### src/rtl/flash_status_resp.sv
module flash_status_resp #(
  parameter int ADDR_W      = 3,
  parameter int DATA_W      = 8,
  parameter int PROG_CYC    = 6,
  parameter int ERASE_CYC   = 10,
  parameter int TIMEOUT_CYC = 40
) (
  input  logic              clk,
  input  logic              rst_n,
  input  logic              cmd_valid,
  input  logic [1:0]        cmd_op,
  input  logic [ADDR_W-1:0] cmd_addr,
  input  logic [DATA_W-1:0] cmd_data,
  output logic [DATA_W-1:0] rd_data,
  output logic              busy
);
  localparam int DEPTH = 1 << ADDR_W;
  localparam int CNT_W = $clog2(TIMEOUT_CYC + 1);
  localparam logic [1:0] OP_READ = 2'b00, OP_PROG = 2'b01, OP_ERASE = 2'b10, OP_RST = 2'b11;

  typedef enum logic [1:0] {S_IDLE, S_PROG, S_ERASE, S_FAIL} state_t;

  state_t            state;
  logic [DATA_W-1:0] mem [DEPTH];
  logic [CNT_W-1:0]  cnt;
  logic [ADDR_W-1:0] op_addr;
  logic [DATA_W-1:0] op_data;
  logic              doomed, tog, to_flag;
  logic [DATA_W-1:0] stat;

  wire idle      = (state == S_IDLE);
  wire rd_req    = cmd_valid && cmd_op == OP_READ;
  wire rst_req   = cmd_valid && cmd_op == OP_RST;
  wire start_pg  = cmd_valid && cmd_op == OP_PROG && idle;
  wire start_er  = cmd_valid && cmd_op == OP_ERASE && idle;
  wire running   = (state == S_PROG) || (state == S_ERASE);
  wire done      = (state == S_PROG && !doomed && cnt == CNT_W'(PROG_CYC - 1)) ||
                   (state == S_ERASE && cnt == CNT_W'(ERASE_CYC - 1));
  wire limit_hit = running && !done && cnt == CNT_W'(TIMEOUT_CYC - 1);

  assign busy = !idle;

  always_comb begin
    stat    = '0;
    stat[7] = ~op_data[7];
    stat[6] = tog;
    stat[5] = to_flag;
  end

  always_ff @(posedge clk or negedge rst_n) begin
    if (!rst_n) begin
      state   <= S_IDLE;
      cnt     <= '0;
      op_addr <= '0;
      op_data <= '1;
      doomed  <= 1'b0;
      to_flag <= 1'b0;
    end else if (rst_req) begin
      state   <= S_IDLE;
      cnt     <= '0;
      to_flag <= 1'b0;
    end else if (start_pg) begin
      state   <= S_PROG;
      cnt     <= '0;
      op_addr <= cmd_addr;
      op_data <= cmd_data;
      doomed  <= |(cmd_data & ~mem[cmd_addr]);
      to_flag <= 1'b0;
    end else if (start_er) begin
      state   <= S_ERASE;
      cnt     <= '0;
      op_data <= '1;
      doomed  <= 1'b0;
      to_flag <= 1'b0;
    end else if (done) begin
      state <= S_IDLE;
      cnt   <= '0;
    end else if (limit_hit) begin
      state   <= S_FAIL;
      to_flag <= 1'b1;
    end else if (running) begin
      cnt <= cnt + 1'b1;
    end
  end

  always_ff @(posedge clk or negedge rst_n) begin
    if (!rst_n) begin
      for (int i = 0; i < DEPTH; i++) mem[i] <= '1;
    end else if (done && state == S_PROG) begin
      mem[op_addr] <= mem[op_addr] & op_data;
    end else if (done && state == S_ERASE) begin
      for (int i = 0; i < DEPTH; i++) mem[i] <= '1;
    end
  end

  always_ff @(posedge clk or negedge rst_n) begin
    if (!rst_n) begin
      rd_data <= '0;
      tog     <= 1'b1;
    end else if (start_pg || start_er) begin
      tog <= 1'b1;
    end else if (rd_req) begin
      if (idle) begin
        rd_data <= mem[cmd_addr];
      end else begin
        rd_data <= stat;
        tog     <= ~tog;
      end
    end
  end


  timeout_needs_busy_chk: assert property (@(posedge clk) disable iff (!rst_n)
    to_flag |-> busy);


  timeout_clear_on_start_chk: assert property (@(posedge clk) disable iff (!rst_n)
    (start_pg || start_er) |=> !to_flag);


  toggle_flips_chk: assert property (@(posedge clk) disable iff (!rst_n)
    (busy && rd_req) ##1 (busy && rd_req && !rst_req) |=> rd_data[6] != $past(rd_data[6]));


  reset_to_read_chk: assert property (@(posedge clk) disable iff (!rst_n)
    rst_req |=> !busy);


  erase_fills_ones_chk: assert property (@(posedge clk) disable iff (!rst_n)
    (done && state == S_ERASE) |=> (mem[0] == '1 && !busy));


  busy_cmd_ignored_chk: assert property (@(posedge clk) disable iff (!rst_n)
    (busy && cmd_valid && (cmd_op == OP_PROG || cmd_op == OP_ERASE)) |=> $stable(op_addr) && $stable(op_data));
endmodule

### config.mk
export PLATFORM = sky130hd
export DESIGN_NAME = flash_status_resp
export DESIGN_NICKNAME = d
export VERILOG_FILES = /design/src/rtl/flash_status_resp.sv
export SDC_FILE = /design/constraint.sdc
export NUM_CORES = 1
export LEC_CHECK = 0
export ABC_AREA = 1
export BUFFER_PORTS_ARGS = -buffer_cell sky130_fd_sc_hd__buf_4
export CORE_MARGIN = 5
export CORE_UTILIZATION = 37
export DETAILED_ROUTE_END_ITERATION = 8
export GPL_TIMING_DRIVEN = 1
export PLACE_DENSITY_LB_ADDON = 0.08
export SYNTH_ARGS = -nofsm -noshare
export SYNTH_HDL_FRONTEND = slang
export SYNTH_SLANG_ARGS = --single-unit
export TNS_END_PERCENT = 50
### constraint.sdc
create_clock -name clk -period 5.5 [get_ports clk]
set_input_delay 0.825 -clock clk [delete_from_list [all_inputs] [get_ports clk]]
set_output_delay 0.825 -clock clk [all_outputs]
set_load 0.01 [all_outputs]
==> summary.md <==
The flow ran to the end, and the final reports show no timing, DRC or antenna violations. The critical path start-end classification was flip-flop to flip-flop. The count of buffers added on input and output ports is 24. The required time at the endpoint of the critical path was 5.74 ns; the number of distinct library cell variants in the gate-level netlist after synthesis was 34. Buffers added to address setup during post-CTS repair amount to 0.

After floorplanning, the core was sized to cover 13900 um2. The run gives 2 as the number of buffers on the longest clock path. The worst hold path begins at doomed. Summing every instance area after synthesis gives 5270 um2.

Counting tap cells, the placed design contains a total of 868 instances. The number of fillers in the final layout was 1438. The setup slack of the most critical reg-to-reg path was 3.10 ns.

At the worst endpoint, the arrival time is 2.65 ns. Buffers inserted to repair hold after CTS numbered 0. The total overflow left after global routing is 0. The run gives 416 MHz as the achievable frequency. After technology mapping, the gate count stands at 686.

Gates resized during post-CTS repair numbered 0. Compared with the post-synthesis result, the final layout area differs by 11.1%. Total power divided by cell area: 497 nW/um2. The logs give 0 for the total number of yosys warnings and 0.911 for the global placement routability congestion. For the net count of the mapped netlist, the log shows 707. The tool flagged a number of max-cap violations equal to 0.

Summing the sequential cell areas from Yosys gives 46.4% of the chip area. The later pin in the worst-skew pair is clocked with a latency of 0.35 ns. With fillers left out, the area of the finished cells amounts to 5860 um2. The detail-routed net length per standard cell works out to 18.2 um.

Leaving out fill and tap cells, the most frequent cell in the layout is nand2_1. The cell row count was 43. In the layout the commonest cells are nand2_1 (157), inv_1 (102), a21oi_1 (73), dfstp_2 (73), nand3_1 (71).

Setup repair after global routing left no endpoint under its margin. The highest routed metal layer is met4. Buffers inserted during clock tree synthesis total 9. The most instantiated flip-flop cell in the synthesis netlist is dfstp_2. Entering global routing, the biggest net connects 59 pins.

The met2 wire length was 7.56 mm; the setup TNS was 0 ns. The worst pin sits at a relative slew slack of 42.1%. The routed layout has 4696 vias.

For the pin with the worst max-slew slack, the measured transition is 0.867 ns. STA classifies the critical path startpoint as a flip-flop. After clock tree synthesis, the clock-pin slew on the worst setup and hold paths is 0.07 ns. The initial antenna violation count was 0. For this run, design rule violations remaining after detail routing come to 0. The worst path in the final design needs a cycle of 2.40 ns, including I/O delays and setup. The worst setup path is captured at a flip-flop. For this run, the number of standard cells in the final layout without fillers is 884.

The violation count after the first detailed-routing iteration is 346, and the number of antenna diodes is 0. After detailed routing, the met3 layer carries 688 um of wire. TritonCTS built the clock tree. The tree is rooted in a clkbuf_16.

The tools report the via count of the first global-routing pass as 4751. The critical path starts at state[0]. The share of the clock period used by the worst path was 43.7%. The worst-path maximum fanout was 17. Once the floorplan was initialized, standard cells occupied 37.8% of the core.

The detailed-route wire length on metal 1 was 7.42 mm; the vertical die dimension was 129 um. The die covers 16700 um2. The count of endpoints failing hold in the final timing report is 0, and the synthesized area divided by synthesized cell count is 7.68 um2. The clock sink total was 94.

The count of pins over their slew limit was 0. The share of the core filled with cells is 42.0%. During I/O placement, the number of pins put on the boundary was 25. The proportion of synthesized flip-flops having asynchronous set or reset was 100%. IR analysis of the VDD net gives a maximum drop of 0.182 mV. The post-route antenna net violation count is 0, and the final setup skew is 0.00908 ns.

The worst hold-check path type was flip-flop to flip-flop. After detailed routing, the number of vias per cell comes to 5.31. The H-tree depth reported by CTS was 3; the count of state elements after synthesis was 94.

For the global-route wire length before repair, the log shows 26.0 mm. In this run the critical register-to-register path is launched from state[0]. The post-detailed-placement half-perimeter wirelength is 11.4 mm. The analysis attributes to cell leakage a power of 2.74 nW.

Summing all placed instances gives a cell area of 5550 um2. For the overall global routing resource usage, the log shows 20.3%. The number of detailed-route iterations in the first pass was 8.

The count of flip-flops with a built-in enable after synthesis is 0, and the ratio of cells with drive above 1 in the final layout is 18.6%. The count of nets after finishing was 720; the number of endpoints failing setup at the final stage was 0. The final routed wirelength across all metal layers is 16.1 mm, and the x dimension of the die is 129 um.
==> cell type report <==
| class | count | area (um2) | share of cell area, % |
|---|---|---|---|
| flip-flops and latches | 94 | 2440 | 41.7 |
| multi-input cells | 464 | 2300 | 39.3 |
| inverters | 105 | 394 | 6.73 |
| clock buffers | 9 | 225 | 3.85 |
| well taps | 180 | 225 | 3.85 |
| repair buffers | 25 | 188 | 3.20 |
| clock inverters | 7 | 80.1 | 1.37 |
==> kinds of logic after synthesis <==
kind of cell,count (synthesis),synth area share [%]
and+or+nand+nor,302,25.7
AOI/OAI and AO/OA,155,16.5
buffers and inverters,128,9.97
DFF,94,46.4
adders and majority gates,5,1.19
xor gates and xnor gates,2,0.332
==> critical path, stage by stage (launching register included) <==
cell,delay [ns]
dfrtp_1,0.39
inv_1,0.10
ha_1,0.22
inv_1,0.07
nor2_1,0.16
nand3_2,0.35
nand2_2,0.34
nor2_1,0.12
nand3_1,0.21
nand2_1,0.11
o21ai_0,0.15
a21oi_1,0.06
==> stage by stage <==
stage                     hold slack [ns]  total power [W]  worst slack, ns
after floorplan                     0.449          0.00191             3.53
after global placement              0.469          0.00225             2.87
after detailed placement            0.470          0.00226             2.80
after CTS                           0.493          0.00292             3.09
after global routing                0.514          0.00312             2.83
final                               0.493          0.00291             3.10
==> cell usage after synthesis, types with 3 or more instances <==
| cell type | n | area share (%) |
|---|---|---|
| o21ai_1 | 30 | 2.8 |
| a22oi_1 | 8 | 1.1 |
| buf_6 | 5 | 1.1 |
| inv_1 | 102 | 7.3 |
| dfrtp_1 | 21 | 10 |
| nand2_4 | 9 | 1.9 |
| o211ai_1 | 3 | 0.43 |
| nand2_1 | 157 | 11 |
| nor2_1 | 46 | 3.3 |
| o22ai_1 | 15 | 1.8 |
| clkbuf_1 | 10 | 0.71 |
| ha_1 | 5 | 1.2 |
| a21oi_1 | 73 | 6.9 |
| nand4_1 | 11 | 1.3 |
| dfstp_2 | 73 | 36 |
| o21ai_0 | 13 | 1.2 |
| nand3_1 | 71 | 6.7 |
| o22a_1 | 8 | 1.3 |
| buf_2 | 6 | 0.57 |
==> state kept, by name, indices dropped and copies added (netlist names) <==
| signal | cells |
|---|---|
| op_addr | 3 |
| op_data | 8 |
| mem | 64 |
| to_flag | 1 |
| cnt | 6 |
| state | 2 |
| rd_data | 8 |
| doomed | 1 |
| tog | 1 |
==> report_power, final <==
group | switching, W | internal (W) | total, W
sequential | 0.000222 | 0.00108 | 0.00130
combinational | 0.000619 | 0.000333 | 0.000952
clock | 0.000295 | 0.000358 | 0.000654
total | 0.00114 | 0.00177 | 0.00291
==> final timing paths <==
check                              to  cells past startpoint
min in group asynchronous  op_addr[2]                      1
setup / recovery               cnt[3]                     11
hold reg to reg                doomed                      2
setup reg to reg               cnt[3]                     11
max in group asynchronous  op_data[3]                      2
hold / removal                 doomed                      2
==> metal layers <==
metal  GRT usage (%)  up-vias
met5               0        -
met4            7.97        0
met3            2.97       26
met2            32.9      123
met1            27.6     2273
li1                -     2274
No activity file was read; power rests on OpenSTA's default activity.
